==> src/rtl/brk_pkg.sv <==
package brk_pkg;

    typedef enum logic [1:0] {
        EDGE_NONE = 2'd0,
        EDGE_FALL = 2'd1,
        EDGE_RISE = 2'd2
    } edge_e;

    // Frame length in half-bit units: start, data, optional parity, stop.
    function automatic logic [5:0] frame_half_units(
        input logic [3:0] data_bits,
        input logic       parity_en,
        input logic [1:0] stop_half
    );
        logic [5:0] whole;
        whole = {2'b00, data_bits} + 6'd1 + {5'b00000, parity_en};
        return (whole << 1) + {4'b0000, stop_half};
    endfunction

endpackage

==> src/rtl/brk_edge.sv <==
module brk_edge
    import brk_pkg::*;
(
    input  logic  clk,
    input  logic  rst,
    input  logic  line_raw,
    input  logic  invert,
    output edge_e ev
);
    logic level;
    logic level_q;

    assign level = line_raw ^ invert;

    // During reset the reference follows the line, so no edge is invented.
    always_ff @(posedge clk) begin
        level_q <= level;
    end

    always_comb begin
        if (rst)
            ev = EDGE_NONE;
        else if (level_q && !level)
            ev = EDGE_FALL;
        else if (!level_q && level)
            ev = EDGE_RISE;
        else
            ev = EDGE_NONE;
    end
endmodule

==> src/rtl/brk_thresh.sv <==
module brk_thresh
    import brk_pkg::*;
#(
    parameter int BIT_W = 12,
    parameter int CNT_W = 16
) (
    input  logic [3:0]       data_bits,
    input  logic             parity_en,
    input  logic [1:0]       stop_half,
    input  logic [BIT_W-1:0] bit_cycles,
    output logic [CNT_W-1:0] thr
);
    localparam logic [63:0] LIMIT = {{(64-CNT_W){1'b0}}, {CNT_W{1'b1}}};

    logic [63:0] halves;
    logic [63:0] product;
    logic [63:0] rounded;

    always_comb begin
        halves  = 64'(frame_half_units(data_bits, parity_en, stop_half));
        product = halves * 64'(bit_cycles);
        rounded = (product + 64'd1) >> 1;
        if (rounded > LIMIT)
            thr = LIMIT[CNT_W-1:0];
        else
            thr = rounded[CNT_W-1:0];
    end
endmodule

==> src/rtl/brk_interval.sv <==
module brk_interval
    import brk_pkg::*;
#(
    parameter int CNT_W = 16
) (
    input  logic             clk,
    input  logic             rst,
    input  edge_e            ev,
    input  logic [CNT_W-1:0] thr,
    output logic             pulse
);
    localparam logic [CNT_W-1:0] CNT_MAX = '1;

    logic             armed;
    logic [CNT_W-1:0] cnt;

    always_ff @(posedge clk) begin
        if (rst) begin
            armed <= 1'b0;
            cnt   <= '0;
            pulse <= 1'b0;
        end else begin
            pulse <= 1'b0;
            unique case (ev)
                EDGE_FALL: begin
                    armed <= 1'b1;
                    cnt   <= {{(CNT_W-1){1'b0}}, 1'b1};
                end
                EDGE_RISE: begin
                    pulse <= armed && (cnt >= thr);
                    armed <= 1'b0;
                    cnt   <= '0;
                end
                default: begin
                    if (armed && cnt != CNT_MAX)
                        cnt <= cnt + 1'b1;
                end
            endcase
        end
    end

    // a falling edge restarts the measurement at one low sample
    a_r2_restart: assert property (@(posedge clk) disable iff (rst)
        (ev == EDGE_FALL) |=> (armed && cnt == 1));

    // a rising edge always clears the tracking
    a_r6_clear: assert property (@(posedge clk) disable iff (rst)
        (ev == EDGE_RISE) |=> (!armed && cnt == 0));

    // the count never wraps while it is running
    a_r8_no_wrap: assert property (@(posedge clk) disable iff (rst)
        (armed && ev == EDGE_NONE) |=> (cnt >= $past(cnt)));

    // no pulse can follow a cycle without a recorded fall
    a_r9_needs_fall: assert property (@(posedge clk) disable iff (rst)
        (!armed) |=> !pulse);
endmodule

==> src/rtl/uart_break_det.sv <==
module uart_break_det
    import brk_pkg::*;
#(
    parameter int BIT_W = 12,
    parameter int CNT_W = 16
) (
    input  logic             clk,
    input  logic             rst,
    input  logic             line_in,
    input  logic             cfg_invert,
    input  logic [3:0]       cfg_data_bits,
    input  logic             cfg_parity_en,
    input  logic [1:0]       cfg_stop_half,
    input  logic [BIT_W-1:0] cfg_bit_cycles,
    output logic             break_o
);
    edge_e            ev;
    logic [CNT_W-1:0] thr;
    logic             level_now;

    assign level_now = line_in ^ cfg_invert;

    brk_edge u_edge (
        .clk      (clk),
        .rst      (rst),
        .line_raw (line_in),
        .invert   (cfg_invert),
        .ev       (ev)
    );

    brk_thresh #(
        .BIT_W (BIT_W),
        .CNT_W (CNT_W)
    ) u_thresh (
        .data_bits  (cfg_data_bits),
        .parity_en  (cfg_parity_en),
        .stop_half  (cfg_stop_half),
        .bit_cycles (cfg_bit_cycles),
        .thr        (thr)
    );

    brk_interval #(
        .CNT_W (CNT_W)
    ) u_interval (
        .clk   (clk),
        .rst   (rst),
        .ev    (ev),
        .thr   (thr),
        .pulse (break_o)
    );

    // the pulse lasts one cycle
    a_r4_one_cycle: assert property (@(posedge clk) disable iff (rst)
        break_o |=> !break_o);

    // a pulse follows a low sample and then a high sample
    a_r5_after_rise: assert property (@(posedge clk) disable iff (rst)
        break_o |-> ($past(level_now) && !$past(level_now, 2)));

    // a non-zero bit time never gives a zero threshold
    a_r3_thr_nonzero: assert property (@(posedge clk) disable iff (rst)
        (cfg_bit_cycles != 0) |-> (thr != 0));

    // pulse is low the cycle after reset
    a_r1_reset_quiet: assert property (@(posedge clk)
        $past(rst) |-> !break_o);
endmodule

==> config.mk <==
export PLATFORM = sky130hd
export DESIGN_NAME = uart_break_det
export DESIGN_NICKNAME = d
export VERILOG_FILES = /design/src/rtl/brk_pkg.sv /design/src/rtl/brk_edge.sv /design/src/rtl/brk_thresh.sv /design/src/rtl/brk_interval.sv /design/src/rtl/uart_break_det.sv
export SDC_FILE = /design/constraint.sdc
export NUM_CORES = 1
export LEC_CHECK = 0
export BUFFER_PORTS_ARGS = -buffer_cell sky130_fd_sc_hd__buf_2
export CORE_MARGIN = 5
export CORE_UTILIZATION = 57
export CTS_CLUSTER_DIAMETER = 80
export DETAILED_ROUTE_END_ITERATION = 8
export HOLD_SLACK_MARGIN = 0.1
export PLACE_DENSITY = 0.79
export SLEW_MARGIN = 30
export SYNTH_ARGS = -nofsm -noshare
export SYNTH_HDL_FRONTEND = slang
export SYNTH_SLANG_ARGS = --single-unit
==> constraint.sdc <==
create_clock -name clk -period 7.2 [get_ports clk]
set_clock_uncertainty 0.15 [all_clocks]
set_input_delay 0.36 -clock clk [delete_from_list [all_inputs] [get_ports clk]]
set_output_delay 0.36 -clock clk [all_outputs]
set_load 0.01 [all_outputs]
# --- Yosys cells after proc, flatten, opt, wreduce, memory -nomap -nowiden ---
# Index checks and enable logic that the tools add are counted.
word_totals:
  register_bits: 19
  in_bits: 23
  output_inout_bits: 1
  wordCells: 33
op_classes:
  n_addsub: 5
  mul: 1
  order_cmp: 2
  eq_ne: 3
  mux: 7
  bitwise_logic: 2
  n_reduce_logical: 9
op_table:
  columns: ["cell", "count"]
  rows:
  - ["greater-than comparator 63 x 16 -> 1 bit (second input constant)", 1]
  - ["two-way mux 16 bit", 2]
  - ["one-hot mux 16 bit (2 select lines)", 1]
  - ["adder 18 x 1 -> 19 bit (second input constant)", 1]
  - ["multiplier 6 x 12 -> 18 bit", 1]
  - ["adder 16 x 1 -> 16 bit (second input constant)", 1]
  - ["greater-or-equal comparator 16 bit", 1]
  - ["inequality test 16 bit (second input constant)", 1]
  - ["adder 6 x 2 -> 6 bit", 1]
  - ["two-way mux 2 bit", 3]
  - ["adder 4 x 1 -> 5 bit (second input constant)", 1]
  - ["adder 5 x 1 -> 5 bit", 1]
  - ["logical AND 1 bit", 4]
  - ["nonzero test 3 bit", 1]
  - ["equality test 2 x 1 -> 1 bit (second input constant)", 1]
  - ["equality test 2 bit (second input constant)", 1]
  - ["zero test 1 bit", 2]
  - ["one-hot mux 1 bit (2 select lines)", 1]
  - ["nonzero test 2 bit", 1]
  - ["OR reduction 2 bit", 1]
  - ["NOT 1 bit", 1]
  - ["XOR 1 bit", 1]

# --- Logic depth before layout (Yosys ltp) ---
depth:
  word_depth: 9
  depth_mapped: 32
  mapped_depth_nobuf: 29

# --- Hierarchy ---
# Synthesis repeated with hierarchy kept, for this count alone.
hier_totals:
  hier_cells: 519
  hier_area_um2: 4191.5
modules_own_cells:
  columns: ["mod", "instances", "cells_per_inst", "area_per_inst_um2", "seq_area_each_um2"]
  rows:
  - ["brk_thresh", 1, 328, 2648.8, 0.0]
  - ["brk_interval", 1, 187, 1493.9, 360.3]
  - ["brk_edge", 1, 4, 48.8, 20.0]

# --- Worst setup path after synthesis ---
# No wires, ideal clock.
synth_timing:
  path_kind: "input to register"
  startpoint: "input cfg_data_bits[0]"
  endpoint: "register u_interval.pulse"
  setup_time_ns: 0.127
  t_arrival_ns: 6.689
  t_required_ns: 6.923
  setup_slack_ns: 0.235
  path_stages: 31
  path_buffers: 3
  cell_sequence: "inv_1 -> ha_1 -> inv_1 -> ha_1 -> ha_1 -> a21o_1 -> a22o_1 -> a21oi_1 -> clkbuf_1 -> nor2b_1 -> fa_1 -> inv_1 -> fa_1 -> fa_1 -> inv_1 -> ha_1 -> a211oi_2 -> o21ai_0 -> o2111ai_2 -> a21oi_2 -> or4_4 -> buf_6 -> buf_6 -> a21oi_1 -> ha_1 -> a21o_1 -> a21o_1 -> a211o_1 -> a211o_1 -> a31oi_1 -> a211oi_1"
synth_between:
  elab_chain_len: 9
synth_rtl:
  columns: ["element", "line", "rtl"]
  rows:
  - ["start: declaration", "uart_break_det.sv:11", "input logic [3:0] cfg_data_bits,"]
  - ["adder 4 x 1 -> 5 bit (*)", "brk_pkg.sv:16", "whole = {2'b00, data_bits} + 6'd1 + {5'b00000, parity_en};"]
  - ["adder 5 x 1 -> 5 bit (*)", "brk_pkg.sv:16", null]
  - ["adder 6 x 2 -> 6 bit (*)", "brk_pkg.sv:17", "return (whole << 1) + {4'b0000, stop_half};"]
  - ["multiplier 6 x 12 -> 18 bit (*)", "brk_thresh.sv:21", "product = halves * 64'(bit_cycles);"]
  - ["adder 18 x 1 -> 19 bit (*)", "brk_thresh.sv:22", "rounded = (product + 64'd1) >> 1;"]
  - ["greater-than comparator 63 x 16 -> 1 bit", "brk_thresh.sv:23", "if (rounded > LIMIT)"]
  - ["two-way mux 16 bit (*)", "brk_thresh.sv:23", null]
  - ["greater-or-equal comparator 16 bit (*)", "brk_interval.sv:30", "pulse <= armed && (cnt >= thr);"]
  - ["logical AND 1 bit (*)", "brk_interval.sv:30", null]
  - ["end signal: assignment", "brk_interval.sv:30", null]
  - ["end: declaration", "brk_interval.sv:10", "output logic pulse"]
# Mark *: on every way between the ends. The rest lies on a longest branch, timed or not.
# A chain may end at the register's enable or synchronous reset.

# --- Final worst setup path ---
# Ends and elaborated chain as after synthesis.

==> metrics.txt <==
Synth Area per Inst=between 8 and 9 um2; pwr/cell area=about 280 nW/um2; worst-skew pair later-pin latency=~250 ps; DR vias=roughly 3300; TritonCTS buffer count=3; Seq/Total Area, Yosys=0.0988; Final HPWL DP=between 6 and 7 mm; all-layer global routing usage=0.188; Fill cells=between 500 and 600; post-synthesis net count=about 580; design area=approximately 4200 um2; post-route ant nets=0; Bufs on Longest Clock Path=2; die height=92.2 um; FP Rows=30; TritonCTS clock tree=done; CP endpoint kind=flip-flop; fraction of registers with async set/reset=0; most instantiated library cell after synthesis=inv_1; Yosys top cell area share=0.213; CTS Sinks=19; DRT Pass-1 Iters=4; main flop type after synthesis=dfxtp_1; slew at the pin with the worst max-slew slack=between 600 and 700 ps; # setup viols final=0; largest net degree at the start of global routing=17; Critical path origin=cfg_data_bits[0]; first-pass GRT wire length=between 10 and 15 mm; yosys warns=0; total power=about 1.2 mW; HP Start=rst; Critical Path Start Type=input pin; Final Hold Viols=0; Crit-path slowest cell=or4_4; Rel. slew slack=0.573; Starting Density=0.576; I/O Buffers=23; worst flop-to-flop path startpoint=u_interval.cnt[6]; Multi-input gate area=3190 um2; Max Slew Vio Count=0; FMAX=0.142 GHz; Vias/cell=5.73; outcome=complete, no violations; Cell variety after synth=49; setup TNS=0 ps; total grt overflow=0; Final min period=7030 ps; hold_buf cts=0; DP Area=4030 um2; Max-Cap Viols=0; critical path arrival=~7000 ps; flop-to-flop setup slack=4830 ps; slowest stage delay, CP=610 ps; diode count=0; Post-Route WL=a little under 8 mm; First DRT Iteration DRCs=slightly below 200; final worst path period share=0.977; DR WL/cell=around 14 um; top post-synthesis cells by area=fa_1, ha_1, dfxtp_1, inv_1, nand2_1; Syn Inst Count=459; share of cells above drive strength 1=0.110; Hold/Removal Path Class=in2reg; Peak VDD IR=between 0.1 and 0.15 mV; vias in the first global route=3211; Crit path required time=just over 7000 ps; sequential standard cell area=about 380 um2; core area=around 6700 um2; CP Max Fanout=9; Synth area leader=fa_1; clk root buf=clkbuf_8; top cells by count, synth=inv_1, ha_1, nand2_1; Area growth syn-to-layout=8.52%; I/O pin total=24; Die X=approximately 92 um; die area=8500 um2; Final nets=608; GPL Wtd Cong=roughly 0.87; EDFF count, synth=0; Synth Cell Area=slightly below 4000 um2; initial antenna violation count=1; #FFs+latches synth=19; H-tree levels=1; Worst Path Class, Setup=in2reg; leakage power=2.07 nW; Clock transition at path regs=70 ps; post-route DRC violation count=0
[placed cells by master (no fill, tap or decap), types with 2 or more instances in the layout]
master and n:
inv_1 63, ha_1 54, nand2_1 43, fa_1 41, a21oi_1 29, nor2_1 24, and2_1 23, buf_2 23
nor2b_1 21, dfxtp_1 19, buf_4 14, xnor2_1 12, a21o_1 12, nand2b_1 10, xor2_1 9, o21ai_0 8
nor3_1 7, and4_1 6, nand3_1 6, a211oi_1 6, a31oi_1 6, nand4_1 5, o21bai_1 3, and3_1 3
a211o_1 3, or3_1 3, clkbuf_8 3, nor4_1 2, xnor2_2 2, a21oi_2 2, o31ai_1 2, a21o_2 2
nand3b_1 2, mux2i_1 2
[layout make-up]
cell class | instances | area share
inverters | 63 | 0.0566
clock buffers | 4 | 0.0108
well taps | 80 | 0.0240
flip-flops and latches | 19 | 0.0911
repair buffers | 37 | 0.0527
multi-input cells | 366 | 0.765
[cell families (layout without fill, tap and decap cells)]
| kind of cell | Yosys count | after routing | share of synthesized area |
|---|---|---|---|
| buf+inv | 74 | 104 | 0.0780 |
| mux | 2 | 2 | 0.00520 |
| compound gates | 89 | 89 | 0.163 |
| flops | 19 | 19 | 0.0988 |
| fa+ha+maj | 95 | 95 | 0.389 |
| xor+xnor | 23 | 23 | 0.0523 |
| simple gates | 157 | 157 | 0.214 |
[worst max-delay path, delay by kind of cell]
family | cells | cell delay [ps]
adders and majority gates | 7 | 2680
xor gates and xnor gates | 2 | 280
AOI/OAI and AO/OA | 10 | 1920
and+or+nand+nor | 6 | 1310
buffers and inverters | 6 | 460
[power breakdown]
| group | internal (mW) | total (mW) | switching, mW |
|---|---|---|---|
| logic | 0.426 | 0.985 | 0.559 |
| registers | 0.108 | 0.110 | 0.00271 |
| clock network | 0.0393 | 0.0725 | 0.0332 |
[sequential cells by signal (all words and copies together), names as in the netlist]
register and cells:
u_interval.armed 1, u_edge.level_q 1, u_interval.pulse 1, u_interval.cnt 16
[worst paths after layout]
kind                        end  depth (start not counted)
max            u_interval.pulse                         31
max reg2reg   u_interval.cnt[0]                          6
min           u_interval.cnt[0]                          2
min reg2reg  u_interval.cnt[12]                          2
[metal layers]
layer / part of all wire / up-vias / track usage
met4: 0.012 / 2 / 0.0408
met3: 0.042 / 14 / 0.0287
met2: 0.50 / 69 / 0.315
met5: 0.00088 / - / 0
li1: - / 1603 / -
met1: 0.45 / 1575 / 0.257
[per-stage QoR]
step           hold slack, ps  instances  setup WS (ps)  utilization
6_report                  166        569            168        0.625
5_1_grt                   175        569           -136        0.625
4_1_cts                   161        559            165        0.610
3_5_place_dp              388        555           -112        0.603
3_3_place_gp              371        555            101        0.603
2_1_floorplan             282        459            235            -
[timing repair]
action,CTS,global route
setup buffers,0,10
endpoints found under the setup margin,0,1
resized for setup,0,3
No activity file was read; power rests on OpenSTA's default activity.
